==> src/rtl/intr_seq_pkg.sv <==
package intr_seq_pkg;

    localparam int ADDR_W = 16;
    localparam int DATA_W = 8;

    localparam logic [ADDR_W-1:0] VEC_NMI    = 16'hFFFA;
    localparam logic [ADDR_W-1:0] VEC_RST    = 16'hFFFC;
    localparam logic [ADDR_W-1:0] VEC_IRQ    = 16'hFFFE;
    localparam logic [7:0]        STACK_PAGE = 8'h01;

    localparam int FLG_I = 2;
    localparam int FLG_B = 4;
    localparam int FLG_U = 5;

    typedef enum logic [1:0] {
        ENT_NONE  = 2'd0,
        ENT_RESET = 2'd1,
        ENT_NMI   = 2'd2,
        ENT_IRQ   = 2'd3
    } entry_e;

    typedef enum logic [2:0] {
        SQ_IDLE,
        SQ_PUSH_HI,
        SQ_PUSH_LO,
        SQ_PUSH_ST,
        SQ_VEC_LO,
        SQ_VEC_HI
    } seq_e;

    typedef struct packed {
        logic [ADDR_W-1:0] pc;
        logic [7:0]        sp;
        logic [DATA_W-1:0] st;
    } ctx_t;

    function automatic logic [DATA_W-1:0] stacked_status(input logic [DATA_W-1:0] st);
        logic [DATA_W-1:0] r;
        r        = st;
        r[FLG_B] = 1'b0;
        r[FLG_U] = 1'b1;
        return r;
    endfunction

    function automatic logic [ADDR_W-1:0] vector_of(input entry_e k);
        case (k)
            ENT_NMI:   return VEC_NMI;
            ENT_IRQ:   return VEC_IRQ;
            default:   return VEC_RST;
        endcase
    endfunction

    function automatic logic [DATA_W-1:0] exit_status(input entry_e k, input logic [DATA_W-1:0] st);
        logic [DATA_W-1:0] r;
        r = st;
        case (k)
            ENT_RESET: begin
                r        = '0;
                r[FLG_I] = 1'b1;
            end
            ENT_NMI:   r[FLG_B] = 1'b0;
            ENT_IRQ: begin
                r[FLG_B] = 1'b0;
                r[FLG_I] = 1'b1;
            end
            default:   r = st;
        endcase
        return r;
    endfunction

endpackage

==> src/rtl/intr_pending.sv <==
module intr_pending #(
    parameter int NSRC = 4
) (
    input  logic            clk,
    input  logic            rst,
    input  logic [NSRC-1:0] src_set,
    input  logic [NSRC-1:0] src_clr,
    input  logic            temp_set,
    input  logic            nmi_set,
    input  logic            consume,
    output logic            nmi_pend,
    output logic            irq_pend
);
    logic [NSRC-1:0] lvl_q;
    logic            temp_q;
    logic            nmi_q;

    for (genvar g = 0; g < NSRC; g++) begin : g_src
        always_ff @(posedge clk) begin
            if (rst)              lvl_q[g] <= 1'b0;
            else if (src_set[g])  lvl_q[g] <= 1'b1;
            else if (src_clr[g])  lvl_q[g] <= 1'b0;
        end
    end

    always_ff @(posedge clk) begin
        if (rst) begin
            temp_q <= 1'b0;
            nmi_q  <= 1'b0;
        end else begin
            if (temp_set)     temp_q <= 1'b1;
            else if (consume) temp_q <= 1'b0;
            if (nmi_set)      nmi_q  <= 1'b1;
            else if (consume) nmi_q  <= 1'b0;
        end
    end

    assign nmi_pend = nmi_q;
    assign irq_pend = (|lvl_q) | temp_q;

endmodule

==> src/rtl/intr_arbiter.sv <==
module intr_arbiter
    import intr_seq_pkg::*;
(
    input  logic   boot,
    input  logic   start,
    input  logic   busy,
    input  logic   jammed,
    input  logic   nmi_pend,
    input  logic   irq_pend,
    input  logic   i_prev,
    output logic   accept,
    output logic   consume,
    output entry_e kind
);
    always_comb begin
        accept  = !busy && (boot || start);
        consume = !busy && start && !boot;
        if (boot)                      kind = ENT_RESET;
        else if (jammed)               kind = ENT_NONE;
        else if (nmi_pend)             kind = ENT_NMI;
        else if (irq_pend && !i_prev)  kind = ENT_IRQ;
        else                           kind = ENT_NONE;
    end

endmodule

==> src/rtl/intr_seq_fsm.sv <==
module intr_seq_fsm
    import intr_seq_pkg::*;
#(
    parameter int COST   = 7,
    parameter int CYC_W  = 4
) (
    input  logic              clk,
    input  logic              rst,
    input  logic              accept,
    input  entry_e            kind,
    input  ctx_t              ctx_in,
    input  logic              jam_set,
    input  logic [DATA_W-1:0] mem_rdata,
    output logic [ADDR_W-1:0] mem_addr,
    output logic              mem_wr,
    output logic [DATA_W-1:0] mem_wdata,
    output logic              mem_rd,
    output logic              busy,
    output logic              jammed,
    output logic              done,
    output entry_e            kind_out,
    output logic [CYC_W-1:0]  cycles,
    output ctx_t              ctx_out
);
    seq_e              state;
    entry_e            kind_q;
    ctx_t              work;
    logic [DATA_W-1:0] vec_lo;
    logic [ADDR_W-1:0] vec_base;

    assign vec_base = vector_of(kind_q);
    assign busy     = (state != SQ_IDLE);

    always_comb begin
        mem_addr  = '0;
        mem_wr    = 1'b0;
        mem_wdata = '0;
        mem_rd    = 1'b0;
        case (state)
            SQ_PUSH_HI: begin
                mem_wr    = 1'b1;
                mem_addr  = {STACK_PAGE, work.sp};
                mem_wdata = work.pc[15:8];
            end
            SQ_PUSH_LO: begin
                mem_wr    = 1'b1;
                mem_addr  = {STACK_PAGE, work.sp};
                mem_wdata = work.pc[7:0];
            end
            SQ_PUSH_ST: begin
                mem_wr    = 1'b1;
                mem_addr  = {STACK_PAGE, work.sp};
                mem_wdata = stacked_status(work.st);
            end
            SQ_VEC_LO: begin
                mem_rd   = 1'b1;
                mem_addr = vec_base;
            end
            SQ_VEC_HI: begin
                mem_rd   = 1'b1;
                mem_addr = {vec_base[ADDR_W-1:1], 1'b1};
            end
            default: ;
        endcase
    end

    always_ff @(posedge clk) begin
        if (rst) begin
            state    <= SQ_IDLE;
            kind_q   <= ENT_NONE;
            work     <= '0;
            vec_lo   <= '0;
            jammed   <= 1'b0;
            done     <= 1'b0;
            kind_out <= ENT_NONE;
            cycles   <= '0;
            ctx_out  <= '0;
        end else begin
            done <= 1'b0;
            if (jam_set) jammed <= 1'b1;
            case (state)
                SQ_IDLE: if (accept) begin
                    kind_q <= kind;
                    work   <= ctx_in;
                    if (kind == ENT_RESET) begin
                        jammed <= 1'b0;
                        state  <= SQ_VEC_LO;
                    end else if (kind == ENT_NONE) begin
                        done     <= 1'b1;
                        kind_out <= ENT_NONE;
                        cycles   <= '0;
                        ctx_out  <= ctx_in;
                    end else begin
                        state <= SQ_PUSH_HI;
                    end
                end
                SQ_PUSH_HI: begin
                    work.sp <= work.sp - 8'd1;
                    state   <= SQ_PUSH_LO;
                end
                SQ_PUSH_LO: begin
                    work.sp <= work.sp - 8'd1;
                    state   <= SQ_PUSH_ST;
                end
                SQ_PUSH_ST: begin
                    work.sp <= work.sp - 8'd1;
                    state   <= SQ_VEC_LO;
                end
                SQ_VEC_LO: begin
                    vec_lo <= mem_rdata;
                    state  <= SQ_VEC_HI;
                end
                SQ_VEC_HI: begin
                    ctx_out.pc <= {mem_rdata, vec_lo};
                    ctx_out.sp <= work.sp;
                    ctx_out.st <= exit_status(kind_q, work.st);
                    kind_out   <= kind_q;
                    cycles     <= (kind_q == ENT_RESET) ? '0 : CYC_W'(COST);
                    done       <= 1'b1;
                    state      <= SQ_IDLE;
                end
                default: state <= SQ_IDLE;
            endcase
        end
    end

endmodule

==> src/rtl/intr_entry_seq.sv <==
module intr_entry_seq
    import intr_seq_pkg::*;
#(
    parameter int NSRC  = 4,
    parameter int COST  = 7,
    parameter int CYC_W = 4
) (
    input  logic              clk,
    input  logic              rst,
    input  logic              boot,
    input  logic              start,
    input  logic              i_prev,
    input  logic              nmi_set,
    input  logic              temp_set,
    input  logic [NSRC-1:0]   src_set,
    input  logic [NSRC-1:0]   src_clr,
    input  logic              jam_set,
    input  logic [15:0]       pc_in,
    input  logic [7:0]        sp_in,
    input  logic [7:0]        st_in,
    output logic [15:0]       mem_addr,
    output logic              mem_wr,
    output logic [7:0]        mem_wdata,
    output logic              mem_rd,
    input  logic [7:0]        mem_rdata,
    output logic              busy,
    output logic              done,
    output logic [1:0]        entry_kind,
    output logic [CYC_W-1:0]  entry_cycles,
    output logic [15:0]       pc_out,
    output logic [7:0]        sp_out,
    output logic [7:0]        st_out,
    output logic              jammed
);
    logic   nmi_pend, irq_pend, accept, consume;
    entry_e kind_sel, kind_done;
    ctx_t   ctx_in, ctx_res;

    assign ctx_in = '{pc: pc_in, sp: sp_in, st: st_in};

    intr_pending #(.NSRC(NSRC)) u_pend (
        .clk      (clk),
        .rst      (rst),
        .src_set  (src_set),
        .src_clr  (src_clr),
        .temp_set (temp_set),
        .nmi_set  (nmi_set),
        .consume  (consume),
        .nmi_pend (nmi_pend),
        .irq_pend (irq_pend)
    );

    intr_arbiter u_arb (
        .boot     (boot),
        .start    (start),
        .busy     (busy),
        .jammed   (jammed),
        .nmi_pend (nmi_pend),
        .irq_pend (irq_pend),
        .i_prev   (i_prev),
        .accept   (accept),
        .consume  (consume),
        .kind     (kind_sel)
    );

    intr_seq_fsm #(.COST(COST), .CYC_W(CYC_W)) u_fsm (
        .clk       (clk),
        .rst       (rst),
        .accept    (accept),
        .kind      (kind_sel),
        .ctx_in    (ctx_in),
        .jam_set   (jam_set),
        .mem_rdata (mem_rdata),
        .mem_addr  (mem_addr),
        .mem_wr    (mem_wr),
        .mem_wdata (mem_wdata),
        .mem_rd    (mem_rd),
        .busy      (busy),
        .jammed    (jammed),
        .done      (done),
        .kind_out  (kind_done),
        .cycles    (entry_cycles),
        .ctx_out   (ctx_res)
    );

    assign entry_kind = kind_done;
    assign pc_out     = ctx_res.pc;
    assign sp_out     = ctx_res.sp;
    assign st_out     = ctx_res.st;

endmodule

==> config.mk <==
export PLATFORM = sky130hd
export DESIGN_NAME = intr_entry_seq
export DESIGN_NICKNAME = d
export VERILOG_FILES = /design/src/rtl/intr_seq_pkg.sv /design/src/rtl/intr_pending.sv /design/src/rtl/intr_arbiter.sv /design/src/rtl/intr_seq_fsm.sv /design/src/rtl/intr_entry_seq.sv
export SDC_FILE = /design/constraint.sdc
export NUM_CORES = 1
export LEC_CHECK = 0
export CORE_MARGIN = 10
export CORE_UTILIZATION = 32
export CTS_CLUSTER_SIZE = 24
export DETAILED_ROUTE_END_ITERATION = 8
export GPL_TIMING_DRIVEN = 0
export PLACE_DENSITY = 0.57
export REMOVE_ABC_BUFFERS = 1
export SLEW_MARGIN = 20
export SYNTH_ARGS = -nofsm -noshare
export SYNTH_HDL_FRONTEND = slang
export SYNTH_SLANG_ARGS = --single-unit
==> constraint.sdc <==
create_clock -name clk -period 1.83 [get_ports clk]
set_input_delay 0.2745 -clock clk [delete_from_list [all_inputs] [get_ports clk]]
set_output_delay 0.2745 -clock clk [all_outputs]
set_load 0.1 [all_outputs]
# == Word level (Yosys, flattened, before mapping) ==
# Index checks and enable logic that the tools add are counted.
# W data, S select, Z words.
# word_totals
rom_bits,0
elab_cells,114
mem_count,0
regBits,91
ram_bits,0
latch_bits,0
out_inout_bits,67
inputBits,56
# op_classes
shifts,0
magnitude_cmp,0
n_mux,52
multipliers,0
add_sub_neg,1
eq_ne,13
reduce_logical,28
n_bitwise,1
n_div,0
# op_table
operator,count
$mux W32,3
$pmux W32 S2,1
$pmux W16 S3,1
$pmux W8 S3,1
$mux W1,23
$mux W16,1
$mux W2,8
$pmux W8 S2,1
$reduce_bool A2 Y1,8
$mux W3,5
$pmux W3 S5,1
$mux W4,3
$pmux W4 S2,1
$sub A8 B1 Y8 const B,1
$eq A3 B2 Y1 const B,2
$eq A3 B3 Y1 const B,2
$pmux W3 S2,1
$reduce_and A2 Y1,3
$reduce_or A3 Y1,2
$eq A2 B1 Y1 const B,2
$eq A2 B2 Y1 const B,2
$logic_and A1 B1 Y1,4
$ne A2 B2 Y1 const B,2
$pmux W2 S2,1
13 further kinds,16

# == Logic depth before layout (Yosys ltp) ==
# Gate-level depths: netlist of the first run.
# depth
depth_word,12
ltp_mapped,7
depth_no_buf,6

# == Hierarchy ==
# Synthesis of the first run repeated with hierarchy kept, for this count alone.
# hier_totals
cells_unflattened,522
area_unflattened_um2,3983.8
# modules_own_cells
module,cells_each,seq_area_each_um2,area_each_um2,n_inst
intr_seq_fsm,487,1641.6,3709.8,1
intr_pending,27,120.1,222.7,1
intr_arbiter,8,0.0,51.3,1

# == Worst setup path after synthesis of the first run ==
# No wires, ideal clock.
# synth_path
kind,flip-flop to output port
from,register u_fsm.state[1]
to,output port mem_addr[0]
path_stages_with_launch,4
arrival_ps,2868
slack_ps,-1312
required_time_ps,1556
path_buffers,1
path_cell_list,dfxtp_1 -> buf_2 -> o21bai_1 -> o21ai_0
# synth_between
elab_chain_cells,3
word_cells_on_any_way,7
classes_between,5 x eq/ne; 1 x mux; 1 x reduce/logical
# synth_rtl
element,line,source
from (decl),intr_seq_fsm.sv:25,seq_e state;
from (signal assigned),intr_seq_fsm.sv:69,state <= SQ_IDLE;
from (signal assigned),intr_seq_fsm.sv:87,state <= SQ_VEC_LO;
from (signal assigned),intr_seq_fsm.sv:94,state <= SQ_PUSH_HI;
$eq A3 B1 Y1 / $eq A3 B2 Y1 (equally long branches),intr_seq_fsm.sv:39,case (state)
$reduce_or A3 Y1 (no source line),n/a,
$pmux W16 S3 *,intr_seq_fsm.sv:39,
to (decl),intr_entry_seq.sv:21,"output logic [15:0] mem_addr,"
# Every way passes the cells marked *; elsewhere a longest branch is shown, timed or not.

# == Worst setup path in the final report of the first run ==
# layout_path
from,register u_fsm.state[0]
to,output port mem_wdata[1]
# layout_between
elab_chain_cells,2
word_cells_on_any_way,4
classes_between,3 x eq/ne; 1 x mux
# layout_rtl
element,line,source
$eq A3 B2 Y1 / $eq A3 B1 Y1 (equally long branches),intr_seq_fsm.sv:39,
$pmux W8 S3 *,intr_seq_fsm.sv:39,
to (decl),intr_entry_seq.sv:23,"output logic [7:0] mem_wdata,"
# Marks and branches as above.

==> metrics.md, run 1 <==
| Metric | Value |
|---|---|
| Layout area overhead | `62.6%` |
| Placer congestion estimate | `0.773` |
| I/O pin cnt | `between 100 and 150` |
| Largest family of logic cells by synthesized area | `compound AO/OA/AOI/OAI gates` |
| Clock sinks | `slightly below 90` |
| GRT overflow | `0` |
| Met3 wire length | `1200 um` |
| Post-Synth XOR/XNOR Area | `0.207%` |
| DRT Wirelength | `roughly 16000 um` |
| Slew Viols, Final | `0` |
| Detail Route Antenna Nets | `0` |
| Vias per cell | `5.14` |
| Initial Util | `33.2%` |
| Max_cap viols | `0` |
| Met2 wire length | `just under 8000 um` |
| Global Route Usage Sum | `17.1%` |
| Worst-Skew Late Latency | `around 0.35 ns` |
| CP max stage delay | `0.40 ns` |
| # H-tree levels | `3` |
| Slowest cell on crit path | `dfxtp_4` |
| CP Cell Sequence | `buf_6, buf_6, clkinv_8, nor2_2, a21oi_2, nor2_2, buf_12` |
| Crit end category | `output pin` |
| Synth Flop Type | `dfxtp_1` |
| Max IR drop VDD | `0.000551 V` |
| Post-synth EDFFs | `0` |
| Met1 wire length | `6700 um` |
| Peak Freq | `528 MHz` |
| Die height | `about 140 um` |
| CP delay by family, top | `buffers and inverters` |
| Final Worst Setup Slack | `-0.0651 ns` |
| Leakage | `~0.0026 uW` |
| Synth Area in Compound Gates | `26.3%` |
| Synth Cell Area | `0.00424 mm2` |
| Area of the multi-input gates | `0.00251 mm2` |
| Setup_tns | `-1.31 ns` |
| CTS tree | `built` |
| Number of synthesis warnings | `0` |
| Number of global-route vias before repair | `4468` |
| Period utilisation layout | `104%` |
| Hold-fix buffers, CTS | `0` |
| HP Class | `primary input to register` |
| Largest net degree at the start of global routing | `47` |
| Final #Nets | `around 730` |
| Crit Path Max Fanout | `7` |
| Unique masters post-synth | `47` |
| Critical Path Source Type | `register` |
| Clock power share | `25.4%` |
| Via count | `4348` |
| Layout cell share with drive strength beyond 1 | `36.1%` |
| Drt first pass iters | `4` |
| Minimum clock period | `1.90 ns` |
| Register share of total power | `27.0%` |
| Rel. slew slack | `35.1%` |
| CP required | `between 1.5 and 2 ns` |
| Post-DR wirelength/cell | `18.9 um` |
| Switching share of power | `43.5%` |
| Internal cell power | `between 5000 and 6000 uW` |
| Dpl hpwl | `9520 um` |
| CORE AREA | `approximately 0.013 mm2` |
| Hold Vio Cnt, Final | `0` |
| Clock Root Buffer | `clkbuf_16` |
| Mux cell area share after synthesis | `around 3.8%` |
| Worst EP arrival | `1.62 ns` |
| Async S/R FF share, synth | `0%` |
| FF+latch area | `between 0.0015 and 0.002 mm2` |
| Failing checks | `setup timing` |
| Post-synthesis simple-gate area fraction | `between 20% and 30%` |
| # fillers | `1171` |
| Actual slew at the worst max-slew pin | `just under 1 ns` |
| Die Wd | `135 um` |
| Flops & latches, synth | `88` |
| Combinational fraction of design power | `47.7%` |
| P per Cell Area | `1310 mW/mm2` |
| Seq/Total Area, Yosys | `around two fifths` |
| Drt drc | `0` |
| Skew final | `0.00575 ns` |
| Power, Total | `roughly 9000 uW` |
| First-pass GRT wire length | `24600 um` |
| # port buffers | `121` |
| CP Class | `register to output pin` |
| P_sw | `roughly 3900 uW` |
| Top sig layer | `met4` |
| RSZ-0062 raised after global routing | `yes` |
| Initial antenna violation count | `1` |
| Syn_area_per_cell | `8.13 um2` |
| CTS clock-pin slew for the worst setup and hold paths | `0.06 ns` |
| Outcome | `complete, but fails checks` |
| Final Setup Violations | `38` |
| Die area | `0.0182 mm2` |
| Clock tree buffer depth | `2` |
| CTS Buf Count | `9` |
| Initial DRC count | `258` |
| Synth Area in Adders | `0.295%` |
| Worst Path Buf+Inv | `4` |
| Num rows | `41` |
| Mapped Cells | `521` |
==> routing by layer <==
layer  vias up  track usage, %
met5         -               0
met2       122            27.9
li1       2105               -
met4         0            5.80
met1      2101            19.6
met3        20            7.20
==> layout make-up <==
class,count,share of cell area (%)
Sequential cell,88,25.7
Clock inverter,6,1.89
Clock buffer,10,3.47
Tap cell,172,3.12
Inverter,13,1.02
Timing Repair Buffer,181,28.3
Antenna cell,1,0.0363
Multi-Input combinational cell,375,36.4
==> cell usage after synthesis (5+ instances only) <==
| master | instances | share of area [%] |
|---|---|---|
| nand2_1 | 129 | 11 |
| dfxtp_1 | 88 | 42 |
| a21oi_1 | 80 | 9.4 |
| nor2_1 | 41 | 3.6 |
| a311oi_2 | 29 | 10 |
| clkbuf_1 | 27 | 2.4 |
| mux2i_1 | 16 | 3.8 |
| o21ai_0 | 15 | 1.8 |
| buf_4 | 13 | 2.3 |
| inv_1 | 11 | 0.97 |
| nand3_1 | 10 | 1.2 |
| nor3_1 | 7 | 0.83 |
| nor2b_1 | 5 | 0.74 |
==> final timing paths <==
kind         slack [ns]           start  depth (start not counted)                 to
max               -0.07  u_fsm.state[0]                          7       mem_wdata[1]
min reg2reg        0.46  u_fsm.work[21]                          2     u_fsm.work[21]
min                0.35            boot                          2       u_fsm.jammed
max reg2reg       -0.05  u_fsm.state[0]                          7  u_fsm.ctx_out[19]
==> state kept, by name, indices dropped and copies added (netlist names), 2 cells and up <==
name / count
u_fsm.ctx_out: 32
u_fsm.kind_out: 2
u_fsm.kind_q: 2
u_fsm.state: 3
u_fsm.vec_lo: 8
u_fsm.work: 32
u_pend.lvl_q: 4
==> repair_timing <==
item,in CTS,in global routing
setup endpoints to repair,144,80
cloned,4,0
pin swaps,26,24
gates resized for setup,316,136
setup buffers,38,19
==> layout by cell type, fill, tap and decap left out, drive strengths merged, types with 3 or more instances in the layout <==
cell / instances
nand2: 129
dfxtp: 88
buf: 87
a21oi: 82
clkdlybuf4s50: 52
nor2: 44
a311oi: 31
clkbuf: 30
clkdlybuf4s15: 19
mux2i: 16
o21ai: 15
inv: 11
nand3: 10
nor3: 8
nor2b: 5
bufinv: 4
a31oi: 3
dlygate4sd2: 3
clkinv: 3
==> cells by family (layout without fill, tap and decap cells) <==
group	after synthesis	count (layout)
buffers and inverters	60	210
adders and majority gates	1	1
AOI/OAI and AO/OA	146	148
and+or+nand+nor	208	208
muxes	16	16
other	1	2
xor gates and xnor gates	1	1
DFF	88	88
==> power by group through the flow <==
stage,registers [uW],logic (uW),clock network [uW]
finish,2430,4300,2290
floorplan,3200,1720,0
CTS,2400,3980,2340
global placement,2460,3410,0
detailed placement,2470,3480,0
global route,2460,4510,2400
==> metrics by stage <==
step	worst slack [ns]	utilization [%]	instances	cell area [um2]	hold WS [ns]
after floorplan	-3.35	-	474	3980	0.342
after global placement	-2.17	42.3	767	5410	0.444
after detailed placement	-1.64	43.2	772	5520	0.447
after CTS	-0.0918	50.9	830	6500	0.339
after global routing	-0.126	53.9	845	6890	0.364
final	-0.0651	53.9	846	6890	0.352
(Power assumes the default switching activity.)
==> run 2: changes to the inputs <==
- RECOVER_POWER: unset -> 25
==> results of run 2 <==
Final layout, timing and power as in run 1 (identical DEF).
